--- src/rtl/adcRegPkg.sv ---
package adcRegPkg;
  localparam int NUM_CH   = 12;
  localparam int RES_W    = 12;
  localparam int CH_W     = $clog2(NUM_CH);
  localparam int NUM_PAIR = NUM_CH / 2;
  localparam int DIFF_LSB = 16;
  localparam int DRDY_BIT = 24;
  localparam int LCH_LSB  = 24;
  localparam int LDIF_BIT = 28;

  localparam logic [7:0] A_CTRL  = 8'h00;
  localparam logic [7:0] A_CHSET = 8'h10;
  localparam logic [7:0] A_CHCLR = 8'h14;
  localparam logic [7:0] A_CHEN  = 8'h18;
  localparam logic [7:0] A_LAST  = 8'h20;
  localparam logic [7:0] A_IMSET = 8'h24;
  localparam logic [7:0] A_IMCLR = 8'h28;
  localparam logic [7:0] A_IMASK = 8'h2C;
  localparam logic [7:0] A_STAT  = 8'h30;
  localparam logic [7:0] A_OVR   = 8'h3C;
  localparam logic [7:0] A_DIFF  = 8'h4C;
  localparam logic [7:0] A_DATA  = 8'h50;
  localparam logic [7:0] A_TRIG  = 8'hC0;
  localparam logic [7:0] A_VER   = 8'hFC;

  typedef enum logic [2:0] {
    TRG_SOFT = 3'd0,
    TRG_RISE = 3'd1,
    TRG_FALL = 3'd2,
    TRG_BOTH = 3'd3
  } trigMode_e;

  // strobes from control to datapath
  typedef struct packed {
    logic            clrAll;
    logic            store;
    logic [CH_W-1:0] storeCh;
    logic            storeDiff;
    logic            rdLast;
    logic            rdCh;
    logic [CH_W-1:0] rdChIdx;
    logic            rdOvr;
  } dpStrobe_t;
endpackage

--- src/rtl/adcData.sv ---
module adcData
  import adcRegPkg::*;
(
  input  logic                           clk,
  input  logic                           rstN,
  input  dpStrobe_t                      strb,
  input  logic [RES_W-1:0]               convResult,
  output logic [NUM_CH-1:0][RES_W-1:0]   chRes,
  output logic [NUM_CH-1:0]              chDiff,
  output logic [NUM_CH-1:0]              chRdy,
  output logic [NUM_CH-1:0]              chOvr,
  output logic                           drdy,
  output logic [RES_W-1:0]               lastRes,
  output logic [CH_W-1:0]                lastCh,
  output logic                           lastDiff
);
  for (genvar c = 0; c < NUM_CH; c++) begin : g_ch
    logic [RES_W-1:0] resQ;
    logic             diffQ, rdyQ, ovrQ;
    logic             hit, rdHit;
    assign hit   = strb.store && (strb.storeCh == CH_W'(c));
    assign rdHit = strb.rdCh && (strb.rdChIdx == CH_W'(c));

    always_ff @(posedge clk or negedge rstN) begin
      if (!rstN) begin
        resQ <= '0; diffQ <= 1'b0; rdyQ <= 1'b0; ovrQ <= 1'b0;
      end else if (strb.clrAll) begin
        resQ <= '0; diffQ <= 1'b0; rdyQ <= 1'b0; ovrQ <= 1'b0;
      end else if (hit) begin
        resQ  <= convResult;
        diffQ <= strb.storeDiff;
        rdyQ  <= 1'b1;
        if (rdyQ) ovrQ <= 1'b1;
        else if (strb.rdOvr) ovrQ <= 1'b0;
      end else begin
        if (rdHit) rdyQ <= 1'b0;
        if (strb.rdOvr) ovrQ <= 1'b0;
      end
    end

    assign chRes[c]  = resQ;
    assign chDiff[c] = diffQ;
    assign chRdy[c]  = rdyQ;
    assign chOvr[c]  = ovrQ;
  end

  always_ff @(posedge clk or negedge rstN) begin
    if (!rstN) begin
      drdy <= 1'b0; lastRes <= '0; lastCh <= '0; lastDiff <= 1'b0;
    end else if (strb.clrAll) begin
      drdy <= 1'b0; lastRes <= '0; lastCh <= '0; lastDiff <= 1'b0;
    end else if (strb.store) begin
      drdy     <= 1'b1;
      lastRes  <= convResult;
      lastCh   <= strb.storeCh;
      lastDiff <= strb.storeDiff;
    end else if (strb.rdLast) begin
      drdy <= 1'b0;
    end
  end
endmodule

--- src/rtl/adcCtrl.sv ---
module adcCtrl
  import adcRegPkg::*;
#(
  parameter logic [31:0] VERSION_ID = 32'h0001_0200
) (
  input  logic                         clk,
  input  logic                         rstN,
  input  logic                         regWrEn,
  input  logic                         regRdEn,
  input  logic [7:0]                   regAddr,
  input  logic [31:0]                  regWrData,
  output logic [31:0]                  regRdData,
  input  logic                         extTrig,
  output logic                         convReq,
  output logic [CH_W-1:0]              convChan,
  output logic                         convDiff,
  input  logic                         convAck,
  input  logic [NUM_CH-1:0][RES_W-1:0] chRes,
  input  logic [NUM_CH-1:0]            chDiff,
  input  logic [NUM_CH-1:0]            chRdy,
  input  logic [NUM_CH-1:0]            chOvr,
  input  logic                         drdy,
  input  logic [RES_W-1:0]             lastRes,
  input  logic [CH_W-1:0]              lastCh,
  input  logic                         lastDiff,
  output dpStrobe_t                    strb,
  output logic                         irqLine
);
  logic [NUM_CH-1:0]   chEn, irqEnCh, diffSel, elig;
  logic [NUM_PAIR-1:0] pairDiff;
  logic                irqEnDrdy;
  trigMode_e           trigMode;
  logic [1:0]          syncQ;
  logic                trigPrev, trigEdge;
  logic                busy;
  logic [CH_W-1:0]     curCh, firstCh, nextCh;
  logic                firstFound, nextFound;
  logic                swRst, swStart, startReq;
  logic                isData;
  logic [7:0]          dataOff;
  logic [CH_W-1:0]     rdIdx;

  // pair and eligibility decode
  for (genvar k = 0; k < NUM_PAIR; k++) begin : g_pair
    assign pairDiff[k] = diffSel[2*k] & diffSel[2*k+1];
  end
  for (genvar c = 0; c < NUM_CH; c++) begin : g_elig
    if (c % 2 == 1) begin : g_odd
      assign elig[c] = chEn[c] & ~pairDiff[c/2];
    end else begin : g_even
      assign elig[c] = chEn[c];
    end
  end

  always_comb begin
    firstFound = 1'b0; firstCh = '0;
    nextFound  = 1'b0; nextCh  = '0;
    for (int i = NUM_CH - 1; i >= 0; i--) begin
      if (elig[i]) begin
        firstFound = 1'b1;
        firstCh    = CH_W'(i);
      end
      if (elig[i] && (CH_W'(i) > curCh)) begin
        nextFound = 1'b1;
        nextCh    = CH_W'(i);
      end
    end
  end

  // trigger edge select
  always_comb begin
    unique case (trigMode)
      TRG_RISE: trigEdge = syncQ[1] & ~trigPrev;
      TRG_FALL: trigEdge = ~syncQ[1] & trigPrev;
      TRG_BOTH: trigEdge = syncQ[1] ^ trigPrev;
      default:  trigEdge = 1'b0;
    endcase
  end

  assign swRst    = regWrEn && (regAddr == A_CTRL) && regWrData[0];
  assign swStart  = regWrEn && (regAddr == A_CTRL) && regWrData[1] && !regWrData[0];
  assign startReq = swStart || trigEdge;

  assign dataOff = regAddr - A_DATA;
  assign rdIdx   = dataOff[CH_W+1:2];
  assign isData  = (regAddr >= A_DATA) && (regAddr < (A_DATA + 8'(4*NUM_CH)))
                   && (regAddr[1:0] == 2'b00);

  assign convReq  = busy;
  assign convChan = curCh;
  assign convDiff = busy && !curCh[0] && pairDiff[curCh[CH_W-1:1]];

  always_comb begin
    strb           = '0;
    strb.clrAll    = swRst;
    strb.store     = busy && convAck && !swRst;
    strb.storeCh   = curCh;
    strb.storeDiff = convDiff;
    strb.rdLast    = regRdEn && (regAddr == A_LAST);
    strb.rdCh      = regRdEn && isData;
    strb.rdChIdx   = rdIdx;
    strb.rdOvr     = regRdEn && (regAddr == A_OVR);
  end

  assign irqLine = (|(chRdy & irqEnCh)) | (drdy & irqEnDrdy);

  // read mux
  always_comb begin
    logic [RES_W-1:0] selRes;
    selRes    = chRes[rdIdx];
    regRdData = '0;
    unique case (regAddr)
      A_CHEN:  regRdData[NUM_CH-1:0] = chEn;
      A_IMASK: begin
        regRdData[NUM_CH-1:0] = irqEnCh;
        regRdData[DRDY_BIT]   = irqEnDrdy;
      end
      A_STAT: begin
        regRdData[NUM_CH-1:0] = chRdy;
        regRdData[DRDY_BIT]   = drdy;
      end
      A_OVR:   regRdData[NUM_CH-1:0] = chOvr;
      A_DIFF:  regRdData[DIFF_LSB +: NUM_CH] = diffSel;
      A_TRIG:  regRdData[2:0] = trigMode;
      A_VER:   regRdData = VERSION_ID;
      A_LAST: begin
        regRdData[RES_W-1:0]      = lastRes;
        regRdData[LCH_LSB +: CH_W] = lastCh;
        regRdData[LDIF_BIT]       = lastDiff;
      end
      default: begin
        if (isData) begin
          if (chDiff[rdIdx]) regRdData = {{(32-RES_W){selRes[RES_W-1]}}, selRes};
          else               regRdData = {{(32-RES_W){1'b0}}, selRes};
        end
      end
    endcase
  end

  // synchroniser and edge history
  always_ff @(posedge clk or negedge rstN) begin
    if (!rstN) begin
      syncQ    <= '0;
      trigPrev <= 1'b0;
    end else begin
      syncQ    <= {syncQ[0], extTrig};
      trigPrev <= syncQ[1];
    end
  end

  // configuration and scan state
  always_ff @(posedge clk or negedge rstN) begin
    if (!rstN) begin
      chEn <= '0; irqEnCh <= '0; irqEnDrdy <= 1'b0; diffSel <= '0;
      trigMode <= TRG_SOFT; busy <= 1'b0; curCh <= '0;
    end else if (swRst) begin
      chEn <= '0; irqEnCh <= '0; irqEnDrdy <= 1'b0; diffSel <= '0;
      trigMode <= TRG_SOFT; busy <= 1'b0; curCh <= '0;
    end else begin
      if (regWrEn) begin
        unique case (regAddr)
          A_CHSET: chEn <= chEn | regWrData[NUM_CH-1:0];
          A_CHCLR: chEn <= chEn & ~regWrData[NUM_CH-1:0];
          A_IMSET: begin
            irqEnCh   <= irqEnCh | regWrData[NUM_CH-1:0];
            irqEnDrdy <= irqEnDrdy | regWrData[DRDY_BIT];
          end
          A_IMCLR: begin
            irqEnCh   <= irqEnCh & ~regWrData[NUM_CH-1:0];
            irqEnDrdy <= irqEnDrdy & ~regWrData[DRDY_BIT];
          end
          A_DIFF:  diffSel  <= regWrData[DIFF_LSB +: NUM_CH];
          A_TRIG:  trigMode <= trigMode_e'(regWrData[2:0]);
          default: ;
        endcase
      end
      if (!busy) begin
        if (startReq && firstFound) begin
          busy  <= 1'b1;
          curCh <= firstCh;
        end
      end else if (convAck) begin
        if (nextFound) curCh <= nextCh;
        else           busy  <= 1'b0;
      end
    end
  end
endmodule

--- src/rtl/adcRegCore.sv ---
module adcRegCore
  import adcRegPkg::*;
#(
  parameter logic [31:0] VERSION_ID = 32'h0001_0200
) (
  input  logic              clk,
  input  logic              rstN,
  input  logic              regWrEn,
  input  logic              regRdEn,
  input  logic [7:0]        regAddr,
  input  logic [31:0]       regWrData,
  output logic [31:0]       regRdData,
  input  logic              extTrig,
  output logic              convReq,
  output logic [CH_W-1:0]   convChan,
  output logic              convDiff,
  input  logic              convAck,
  input  logic [RES_W-1:0]  convResult,
  output logic              irq
);
  dpStrobe_t                    strb;
  logic [NUM_CH-1:0][RES_W-1:0] chRes;
  logic [NUM_CH-1:0]            chDiff, chRdy, chOvr;
  logic                         drdy, lastDiff;
  logic [RES_W-1:0]             lastRes;
  logic [CH_W-1:0]              lastCh;

  adcCtrl #(.VERSION_ID(VERSION_ID)) u_ctrl (
    .clk(clk), .rstN(rstN), .regWrEn(regWrEn), .regRdEn(regRdEn),
    .regAddr(regAddr), .regWrData(regWrData), .regRdData(regRdData),
    .extTrig(extTrig), .convReq(convReq), .convChan(convChan),
    .convDiff(convDiff), .convAck(convAck), .chRes(chRes), .chDiff(chDiff),
    .chRdy(chRdy), .chOvr(chOvr), .drdy(drdy), .lastRes(lastRes),
    .lastCh(lastCh), .lastDiff(lastDiff), .strb(strb), .irqLine(irq)
  );

  adcData u_data (
    .clk(clk), .rstN(rstN), .strb(strb), .convResult(convResult),
    .chRes(chRes), .chDiff(chDiff), .chRdy(chRdy), .chOvr(chOvr),
    .drdy(drdy), .lastRes(lastRes), .lastCh(lastCh), .lastDiff(lastDiff)
  );
endmodule

--- config.mk ---
export PLATFORM = sky130hd
export DESIGN_NAME = adcRegCore
export DESIGN_NICKNAME = d
export VERILOG_FILES = /design/src/rtl/adcRegPkg.sv /design/src/rtl/adcData.sv /design/src/rtl/adcCtrl.sv /design/src/rtl/adcRegCore.sv
export SDC_FILE = /design/constraint.sdc
export NUM_CORES = 1
export LEC_CHECK = 0
export BUFFER_PORTS_ARGS = -buffer_cell sky130_fd_sc_hd__buf_2
export CAP_MARGIN = 20
export CORE_ASPECT_RATIO = 0.8
export CORE_UTILIZATION = 45
export DETAILED_ROUTE_END_ITERATION = 8
export GPL_ROUTABILITY_DRIVEN = 0
export PLACE_DENSITY_LB_ADDON = 0.05
export SLEW_MARGIN = 25
export SYNTH_ARGS = -nofsm -noshare
export SYNTH_HDL_FRONTEND = slang
export SYNTH_SLANG_ARGS = --single-unit
--- constraint.sdc ---
create_clock -name clk -period 6.15 [get_ports clk]
set_clock_uncertainty 0.2 [all_clocks]
set_input_delay 0.3075 -clock clk [delete_from_list [all_inputs] [get_ports clk]]
set_output_delay 0.3075 -clock clk [all_outputs]
set_load 0.02 [all_outputs]
==> results.toml, run 1 <==
[sta]
final_period_minus_worst_setup_slack_ns = 4.49
worst_rel_slew_slack = 0.280
fmax_mhz = 223
max_slew.worst_pin.slew_ns = 1.07
totalNegativeSetupSlack_ns = 0
grt_setup_unrepaired = "no"
final.period_utilization = 0.730
hold_viol = 0
slew_violations = 0
setup_viol_count_final = 0

[grt]
first_pass_grt_wire_length_um = 64500
maximum_number_of_pins_on_one_net_before_global_route_repair = 154
number_of_global_route_vias_before_repair = 10445
grt.overflow.total = 0
antenna_found_initial = 1
grt_util_all_layers = 0.300

[pwr]
share_clk_of_total_power = 0.336
seqPwrFrac = 0.472
power.density_cell_area_nw_per_um2 = 312
power.internal_uw = 3100
sw_pwr_uw = 1400
vdd_drop_max_v = 0.000236
report.power.total_uw = 4510
power_frac_comb = 0.192
power.share.switching = 0.312
cell_leakage_power_uw = 0.00631

[clocking]
clock_transition_at_the_registers_of_the_reported_paths_ns = 0.06
cts_root_buffer = "sky130_fd_sc_hd__clkbuf_16"
ctsResizeCount = 0
cts_tree = "done"
post_cts.repair.setup_buffers = 0
htree_levels = 1
max-clock-path-buffers = 3
insertion_delay_ns = 0.54
tritoncts.num_buffers = 27
clock_sinks = 246

[drt]
detail_route.wl_per_cell_um = 23.3
detail_route.vias_per_cell = 6.06
drt_wl_total_um = 42200
detailroute.via_count = 10958
remaining_drc_errors = 0
drt_iter0_drc = 1192
firstDrtPassIters = 6
final_antenna_net_count = 0

[floorplan]
num_rows = 54
die_area_um2 = 28500
die_y_um = 151
coreArea_um2 = 27300
io_pins = 97
start_util = 0.459
chipWidth_um = 189

[synth]
distinct_cell_type_count_after_synthesis = 63
syn_area_um2 = 12500
async_reset_ff_frac = 1.00
avgSynthCellArea_um2 = 9.22
synth_sequential_area_ratio = 0.491
postSynthCellCount = 1360
syn_nets = 1425
ys_seq_elements = 246
synth_warnings = 0
synth_edf_count = 0
synth-main-ff-cell = "sky130_fd_sc_hd__dfrtp_1"

[worst_setup_path]
timing.critical_path.fanout_max = 20
cp_data_required_time_ns = 5.64
crit_path_end_kind = "output port"
critical_path.startpoint_type = "input port"
path_common_cell = "sky130_fd_sc_hd__buf_2"
worstPathArrival_ns = 3.98
timing.setup.critical_path_class = "input port to output port"
timing.critical_path.slowest_stage_cell = "sky130_fd_sc_hd__nor2_1"
cp_num_buf_inv = 3
timing.critical_path.max_delay_family = "compound AO/OA/AOI/OAI gates"
critPathMaxStageDelay_ns = 0.81
worstPathCellList = "buf_2, inv_1, ha_1, nor2_1, a22oi_1, a211oi_4, a221o_1, buf_2"

[cells_and_area]
post_layout_nonfiller_instances = 1809
area_used_by_multi_input_combinational_logic_um2 = 5940
finish.utilization = 0.529
sequential_cell_area_um2 = 6160
final_nets = 1492
stdcell_area_um2 = 14400
fillers = 2561
syn2layout_area_growth_pct = 15.1
drive_above_1_share = 0.150

[run_status]
status = "completed"

[hold_path]
hold_path_class = "input port to async pin"

[placement]
portBuffers = 88
area_after_dpl_um2 = 13200
place.detailed.instances = 1721
hpwl_after_detailed_placement_um = 27300

[run]
maxCapViolations = 0
## worst reg2reg max path: stages (launching register included)
cell	delay, ns
sky130_fd_sc_hd__dfrtp_1	0.72
sky130_fd_sc_hd__inv_1	0.32
sky130_fd_sc_hd__mux4_2	0.49
sky130_fd_sc_hd__o22a_1	0.21
sky130_fd_sc_hd__nor3_2	0.80
sky130_fd_sc_hd__nand2_1	0.14
sky130_fd_sc_hd__a21oi_1	0.17
## metrics by stage
step | hold slack (ns) | setup slack, ns
after floorplan | -0.188 | 3.14
after global placement | 0.138 | 1.74
after detailed placement | 0.135 | 1.70
after CTS | 0.148 | 1.70
after global routing | 0.157 | 1.41
final | 0.134 | 1.66
## placed cells by master, fill, tap and decap left out, types with 5 or more instances in the layout
cell type / netlist / routed
sky130_fd_sc_hd__nor2_1: 42 / 38
sky130_fd_sc_hd__mux4_2: 40 / 40
sky130_fd_sc_hd__buf_2: 19 / 86
sky130_fd_sc_hd__clkbuf_1: 79 / 9
sky130_fd_sc_hd__a21boi_0: 5 / 5
sky130_fd_sc_hd__o211ai_1: 10 / 10
sky130_fd_sc_hd__a311oi_1: 25 / 25
sky130_fd_sc_hd__inv_1: 10 / 10
sky130_fd_sc_hd__ha_1: 7 / 7
sky130_fd_sc_hd__and3_1: 11 / 10
sky130_fd_sc_hd__buf_4: 7 / 23
sky130_fd_sc_hd__nand2_1: 422 / 421
sky130_fd_sc_hd__a22oi_1: 39 / 39
sky130_fd_sc_hd__nor2b_1: 5 / 5
sky130_fd_sc_hd__nor3_1: 9 / 6
sky130_fd_sc_hd__o2111ai_1: 11 / 11
sky130_fd_sc_hd__a32o_1: 14 / 14
sky130_fd_sc_hd__dfrtp_1: 246 / 246
sky130_fd_sc_hd__nand3_1: 8 / 8
sky130_fd_sc_hd__o21ai_0: 35 / 34
sky130_fd_sc_hd__clkbuf_16: 0 / 27
sky130_fd_sc_hd__mux2i_1: 12 / 12
sky130_fd_sc_hd__dlygate4sd3_1: 0 / 41
sky130_fd_sc_hd__a21oi_1: 191 / 190
sky130_fd_sc_hd__a21o_1: 10 / 10
sky130_fd_sc_hd__nand2b_1: 13 / 13
## cells by family after synthesis
| family | Yosys count | share of synthesized area |
|---|---|---|
| AO/OA/AOI/OAI | 387 | 0.198 |
| adder cells (fa/ha/maj) | 7 | 0.00698 |
| AND/OR/NAND/NOR | 542 | 0.179 |
| buffers and inverters | 124 | 0.0417 |
| flip-flops | 246 | 0.491 |
| multiplexers | 54 | 0.0832 |
## metal layers
layer  track usage  vias to the layer above  part of all wire
met5             0                        -                 0
met4        0.0677                        0             0.022
met3        0.0825                       71             0.095
met2         0.431                      433              0.43
met1         0.447                     5499              0.46
li1              -                     4955                 -
## what timing repair did
| item | 4_1_cts | 5_1_grt |
|---|---|---|
| hold endpoints to repair | 267 | 0 |
| hold buffers | 41 | 0 |
| endpoints found under the setup margin | 0 | 0 |
## synth_stat cells, drive strengths merged (3+ instances only)
cell type	number	area, µm²
buf	35	189
a22o	4	35.0
nor2b	5	31.3
a31oi	3	18.8
o31ai	3	22.5
a222oi	3	30.0
and3	11	68.8
a22oi	39	293
nand4	4	25.0
dfrtp	246	6160
a32o	14	140
nand3	8	40.0
a21o	10	75.1
nand2b	13	81.3
nor2	42	158
o211ai	10	75.1
o21ai	36	184
nor3	10	55.1
clkbuf	79	297
mux4	40	901
and2	5	31.3
a221o	4	40.0
o311ai	3	26.3
ha	7	87.6
o21a	3	22.5
nor4	9	62.6
a21boi	5	37.5
inv	10	37.5
o2111ai	11	96.3
a21bo	3	30.0
a2111oi	3	26.3
nand2	422	1580
a311oi	25	219
a21oi	191	956
mux2i	12	120
## state kept, by name (all words and copies together) (netlist names), 12 cells and up
register	count
u_data.g_ch.diffQ	12
u_data.lastRes	12
u_ctrl.chEn	12
u_data.g_ch.resQ	144
u_ctrl.irqEnCh	12
u_data.g_ch.rdyQ	12
u_ctrl.diffSel	12
u_data.g_ch.ovrQ	12
## power groups by stage
| stage | clock network (µW) | logic, µW | registers [µW] |
|---|---|---|---|
| 6_report | 1510 | 863 | 2130 |
| 5_1_grt | 1600 | 963 | 2160 |
| 4_1_cts | 1530 | 860 | 2120 |
| 3_5_place_dp | 0 | 837 | 2150 |
| 3_3_place_gp | 0 | 821 | 2140 |
| 2_1_floorplan | 0 | 624 | 2030 |
## worst paths after layout
kind                       slack [ns]          startpoint  cells past startpoint                 endpoint
setup / recovery                 1.66          regAddr[4]                      8            regRdData[16]
hold / removal                   0.13                rstN                      2          u_ctrl.trigPrev
min in group clk                 0.15     u_ctrl.syncQ[0]                      0          u_ctrl.syncQ[1]
max in group asynchronous        4.30                rstN                      3  u_data.g_ch[7].resQ[10]
hold reg to reg                  0.15     u_ctrl.syncQ[0]                      0          u_ctrl.syncQ[1]
setup reg to reg                 3.01  u_ctrl.convChan[1]                      6     u_data.g_ch[6].diffQ
## area by class of cell
type	count	share of cell area
inverter	10	0.00260
clock inverter	5	0.00199
antenna	2	0.000347
clock buffer	40	0.0530
timing repair buffer	152	0.0727
multi-input combinational	990	0.411
tap	364	0.0316
sequential	246	0.427
Note: power is estimated with default switching activity, not from simulation.
==> inputs of run 2 (changes only) <==
==> constraint.sdc (replaced) <==
create_clock -name clk -period 4 [get_ports clk]
set_clock_uncertainty 0.2 [all_clocks]
set_input_delay 0.2 -clock clk [delete_from_list [all_inputs] [get_ports clk]]
set_output_delay 0.2 -clock clk [all_outputs]
set_load 0.02 [all_outputs]
==> results.toml, run 2 (synthesis gave the netlist of run 1 again) <==
[run_status]
status = "completed"

[worst_setup_path]
timing.setup.critical_path_class = "flop to output port"
timing.critical_path.slowest_stage_cell = "sky130_fd_sc_hd__dfrtp_1"
critPathMaxStageDelay_ns = 0.74
worstPathCellList = "inv_1, mux4_2, o22a_1, nor3_2, buf_4, buf_2"
crit_path_end_kind = "output port"
cp_data_required_time_ns = 3.60
worstPathArrival_ns = 3.15
timing.critical_path.fanout_max = 18
critical_path.startpoint_type = "flop"

[sta]
slew_violations = 0
max_slew.worst_pin.slew_ns = 0.891
hold_viol = 0
fmax_mhz = 281
hold_slack_ns = 0.0735
final_period_minus_worst_setup_slack_ns = 3.55
setup_viol_count_final = 0
final.period_utilization = 0.888
final.setup.worst_slack_ns = 0.447
totalNegativeSetupSlack_ns = 0
worst_rel_slew_slack = 0.404
grt_setup_unrepaired = "no"

[placement]
portBuffers = 88
post-place-ws_ns = 0.904
place.detailed.instances = 1741
hpwl_after_detailed_placement_um = 27700

[cells_and_area]
most_frequent_cells_in_the_layout = "sky130_fd_sc_hd__nand2_1, sky130_fd_sc_hd__dfrtp_1, sky130_fd_sc_hd__a21oi_1"
syn2layout_area_growth_pct = 17.6
largest_register_ffs = 144
drive_above_1_share = 0.162
layout_commonest_cell = "sky130_fd_sc_hd__nand2_1"
final_nets = 1513
post_layout_nonfiller_instances = 1832
registers.top_by_ff_count = "u_data.g_ch.resQ"

[drt]
drt_iter0_drc = 1068
drt_wl_total_um = 42200
detailroute.via_count = 10957
firstDrtPassIters = 5
detail_route.wl_per_cell_um = 23.1
detail_route.vias_per_cell = 5.98
remaining_drc_errors = 0
final_antenna_net_count = 0

[clocking]
max-clock-path-buffers = 3
clock_sinks = 246
insertion_delay_ns = 0.56
htree_levels = 1
tritoncts.num_buffers = 27
clock_transition_at_the_registers_of_the_reported_paths_ns = 0.06
cts_tree = "done"
ctsResizeCount = 0
cts_root_buffer = "sky130_fd_sc_hd__clkbuf_16"

[pwr]
power.density_cell_area_nw_per_um2 = 494
report.power.total_uw = 7290
vdd_drop_max_v = 0.000361
cell_leakage_power_uw = 0.00649

[grt]
grt.overflow.total = 0
number_of_global_route_vias_before_repair = 10502
first_pass_grt_wire_length_um = 64100
antenna_found_initial = 1
grt_util_all_layers = 0.298
maximum_number_of_pins_on_one_net_before_global_route_repair = 159

[floorplan]
num_rows = 54
coreArea_um2 = 27300
die_y_um = 151
start_util = 0.459
die_area_um2 = 28500
io_pins = 97
chipWidth_um = 189

[run]
maxCapViolations = 0

[hold_path]
hold_path_class = "input port to async pin"
-- run 2: changes by cell type in the layout (fill, tap and decap cells not counted), sizes merged --
cell         change
clkbuf           -4
clkinv           +1
diode            -1
dlygate4sd3      +1
inv              +1
bufinv           +5
buf             +20
-- run 2: path summary, 6_finish.rpt --
path                                    startpoint              endpoint  slack (ns)  cells after the start
worst max-delay path            u_ctrl.convChan[1]              convDiff        0.45                      6
worst min-delay path                          rstN        u_ctrl.chEn[2]        0.07                      2
worst max register to register     u_ctrl.trigPrev    u_ctrl.convChan[1]        0.95                      8
worst min register to register     u_ctrl.syncQ[0]       u_ctrl.syncQ[1]        0.17                      0
max in group asynchronous                     rstN  u_data.g_ch[7].diffQ        2.55                      3
min in group clk                        regAddr[6]    u_ctrl.trigMode[1]        0.09                      4
-- run 2: timing repair --
item | 4_1_cts | 5_1_grt
endpoints found under the hold margin | 296 | 0
setup buffers | 0 | 0
hold buffers | 42 | 0
-- run 2: layout make-up --
class	count	area [µm²]
multi-input cells	990	5930
inverters	10	37.5
well taps	364	455
clock inverters	12	193
flip-flops and latches	246	6160
repair buffers	173	1230
diodes	1	2.50
clock buffers	36	739
fillers	2541	12500
-- run 2: worst max-delay path, delay by kind of cell (launching register included) --
family / cells / cell delay (ns)
and+or+nand+nor: 1 / 0.38
buffers and inverters: 3 / 0.76
AOI/OAI and AO/OA: 1 / 0.22
DFF: 1 / 0.74
muxes: 1 / 0.50
-- run 2: metrics by stage --
step	area, µm²	util
detailed placement	13400	0.490
global route	14700	0.540
global placement	13400	0.490
floorplan	12500	-
CTS	14700	0.540
finish	14700	0.540
-- run 2: per-layer routing --
| layer | global-route usage | up-vias | part of all wire |
|---|---|---|---|
| met2 | 0.430 | 427 | 0.42 |
| met4 | 0.0677 | 0 | 0.021 |
| met3 | 0.0772 | 58 | 0.092 |
| met1 | 0.448 | 5482 | 0.46 |
| li1 | - | 4990 | - |
| met5 | 0 | - | 0 |
-- run 2: power breakdown --
group          internal (µW)  leakage (µW)  switching, µW
combinational            589       0.00266            762
sequential              2880       0.00337            394
clock                   1620      0.000461           1050
==> inputs of run 3 (changes only) <==
--- a/config.mk
+++ b/config.mk
@@ -6,12 +6,12 @@
 export NUM_CORES = 1
 export LEC_CHECK = 0
 export BUFFER_PORTS_ARGS = -buffer_cell sky130_fd_sc_hd__buf_2
-export CAP_MARGIN = 20
 export CORE_ASPECT_RATIO = 0.8
+export CORE_MARGIN = 4
 export CORE_UTILIZATION = 45
 export DETAILED_ROUTE_END_ITERATION = 8
 export GPL_ROUTABILITY_DRIVEN = 0
-export PLACE_DENSITY_LB_ADDON = 0.05
+export PLACE_DENSITY_LB_ADDON = 0.25
 export SLEW_MARGIN = 25
 export SYNTH_ARGS = -nofsm -noshare
 export SYNTH_HDL_FRONTEND = slang
==> results.toml, run 3 (synthesis gave the netlist of run 1 again) <==
[cells_and_area]
registers.top_by_ff_count = "u_data.g_ch.resQ"
most_frequent_cells_in_the_layout = "sky130_fd_sc_hd__nand2_1, sky130_fd_sc_hd__dfrtp_1, sky130_fd_sc_hd__a21oi_1"
final_nets = 1509
drive_above_1_share = 0.159
area_used_by_multi_input_combinational_logic_um2 = 5940
antenna_cells = 0
largest_register_ffs = 144
sequential_cell_area_um2 = 6160
layout_commonest_cell = "sky130_fd_sc_hd__nand2_1"
syn2layout_area_growth_pct = 16.8
fillers = 2534

[floorplan]
start_util = 0.458
coreArea_um2 = 27400
num_rows = 54
chipWidth_um = 195
io_pins = 97
die_y_um = 157
die_area_um2 = 30600

[worst_setup_path]
timing.setup.critical_path_class = "input port to output port"
crit_path_end_kind = "output port"
timing.critical_path.fanout_max = 38
critPathMaxStageDelay_ns = 0.57
worstPathArrival_ns = 3.45
cp_data_required_time_ns = 3.60
critical_path.startpoint_type = "input port"
timing.critical_path.slowest_stage_cell = "sky130_fd_sc_hd__buf_4"
worstPathCellList = "dlygate4sd3_1, buf_2, buf_4, mux4_2, nand2_1, nand2_1, a22oi_1, a211oi_4, a221o_1, buf_2"

[grt]
number_of_global_route_vias_before_repair = 10827
grt.overflow.total = 0
grt_util_all_layers = 0.265
maximum_number_of_pins_on_one_net_before_global_route_repair = 103
antenna_found_initial = 1
first_pass_grt_wire_length_um = 64100

[clocking]
max-clock-path-buffers = 3
htree_levels = 1
insertion_delay_ns = 0.56
tritoncts.num_buffers = 27
clock_sinks = 246
cts_root_buffer = "sky130_fd_sc_hd__clkbuf_16"
ctsResizeCount = 0
clock_transition_at_the_registers_of_the_reported_paths_ns = 0.06
cts_tree = "done"

[sta]
worst_rel_slew_slack = 0.253
hold_viol = 0
fmax_mhz = 260
final.period_utilization = 0.962
max_slew.worst_pin.slew_ns = 1.09
slew_violations = 0
final.setup.worst_slack_ns = 0.151
grt_setup_unrepaired = "no"
final_period_minus_worst_setup_slack_ns = 3.85
setup_viol_count_final = 0
totalNegativeSetupSlack_ns = 0

[drt]
detailroute.via_count = 11323
drt_iter0_drc = 1374
detail_route.wl_per_cell_um = 22.8
detail_route.vias_per_cell = 6.19
drt_wl_total_um = 41700
firstDrtPassIters = 6
final_antenna_net_count = 0
remaining_drc_errors = 0

[hold_path]
hold_path_class = "input port to async pin"

[placement]
post-place-ws_ns = 0.685
portBuffers = 88
hpwl_after_detailed_placement_um = 27100

[pwr]
power.density_cell_area_nw_per_um2 = 485
cell_leakage_power_uw = 0.00644
vdd_drop_max_v = 0.000378

[run_status]
status = "completed"

[run]
maxCapViolations = 0
## run 3: cell types whose count changed in the layout (fill, tap and decap cells not counted), moves of 2 or more
cell | before | now
sky130_fd_sc_hd__clkinv_2 | 5 | 9
sky130_fd_sc_hd__dlygate4sd3_1 | 42 | 44
sky130_fd_sc_hd__bufinv_16 | 5 | 3
sky130_fd_sc_hd__buf_4 | 41 | 34
## run 3: metal layers
layer / up-vias / track usage / wire length, µm
met5: - / 0 / 0
met4: 0 / 0.0656 / 905
met3: 68 / 0.0580 / 4420
met2: 595 / 0.386 / 18100
met1: 5657 / 0.404 / 18300
li1: 5003 / - / -
## run 3: path summary, 6_finish.rpt
| check | slack [ns] | end | cells after the start | start |
|---|---|---|---|---|
| max | 0.15 | regRdData[16] | 10 | regAddr[3] |
| min in group clk | 0.11 | u_ctrl.syncQ[0] | 2 | extTrig |
| min reg2reg | 0.15 | u_ctrl.syncQ[1] | 0 | u_ctrl.syncQ[0] |
| max reg2reg | 0.78 | u_ctrl.convChan[1] | 7 | u_ctrl.syncQ[1] |
| min | 0.01 | u_data.g_ch[1].resQ[4] | 2 | rstN |
| max in group asynchronous | 2.40 | u_ctrl.diffSel[4] | 3 | rstN |
## run 3: stage by stage
step	hold slack (ns)	utilization	cell area (µm²)	instances	total power [µW]
after floorplan	-0.296	-	12500	1360	4080
after CTS	0.0464	0.535	14600	1827	7120
final	0.0113	0.535	14600	1828	7110
after detailed placement	0.0308	0.487	13300	1734	4590
after global placement	0.0406	0.487	13300	1734	4540
after global routing	0.0915	0.535	14600	1828	7420
## run 3: final cells by class
cell class	count	area share
Clock inverter	14	0.0104
Clock buffer	35	0.0495
Inverter	10	0.00256
Timing Repair Buffer	168	0.0810
Multi-Input combinational cell	991	0.405
Sequential cell	246	0.420
Tap cell	364	0.0311
## run 3: what timing repair did
action | in CTS | in global routing
hold endpoints to repair | 295 | 0
buffers inserted | 0 | 0
hold buffers | 44 | 0
setup endpoints to repair | 0 | 19
## run 3: where the power goes
group	leakage, µW	internal, µW	switching (µW)
Clock	0.000440	1470	1030
Combinational	0.00263	588	748
Sequential	0.00337	2880	392
## run 3: worst max-delay path, delay by kind of cell
kind,cells,cell delay [ns]
simple gates,2,0.17
buf+inv,4,1.54
compound gates,3,1.06
mux,1,0.42
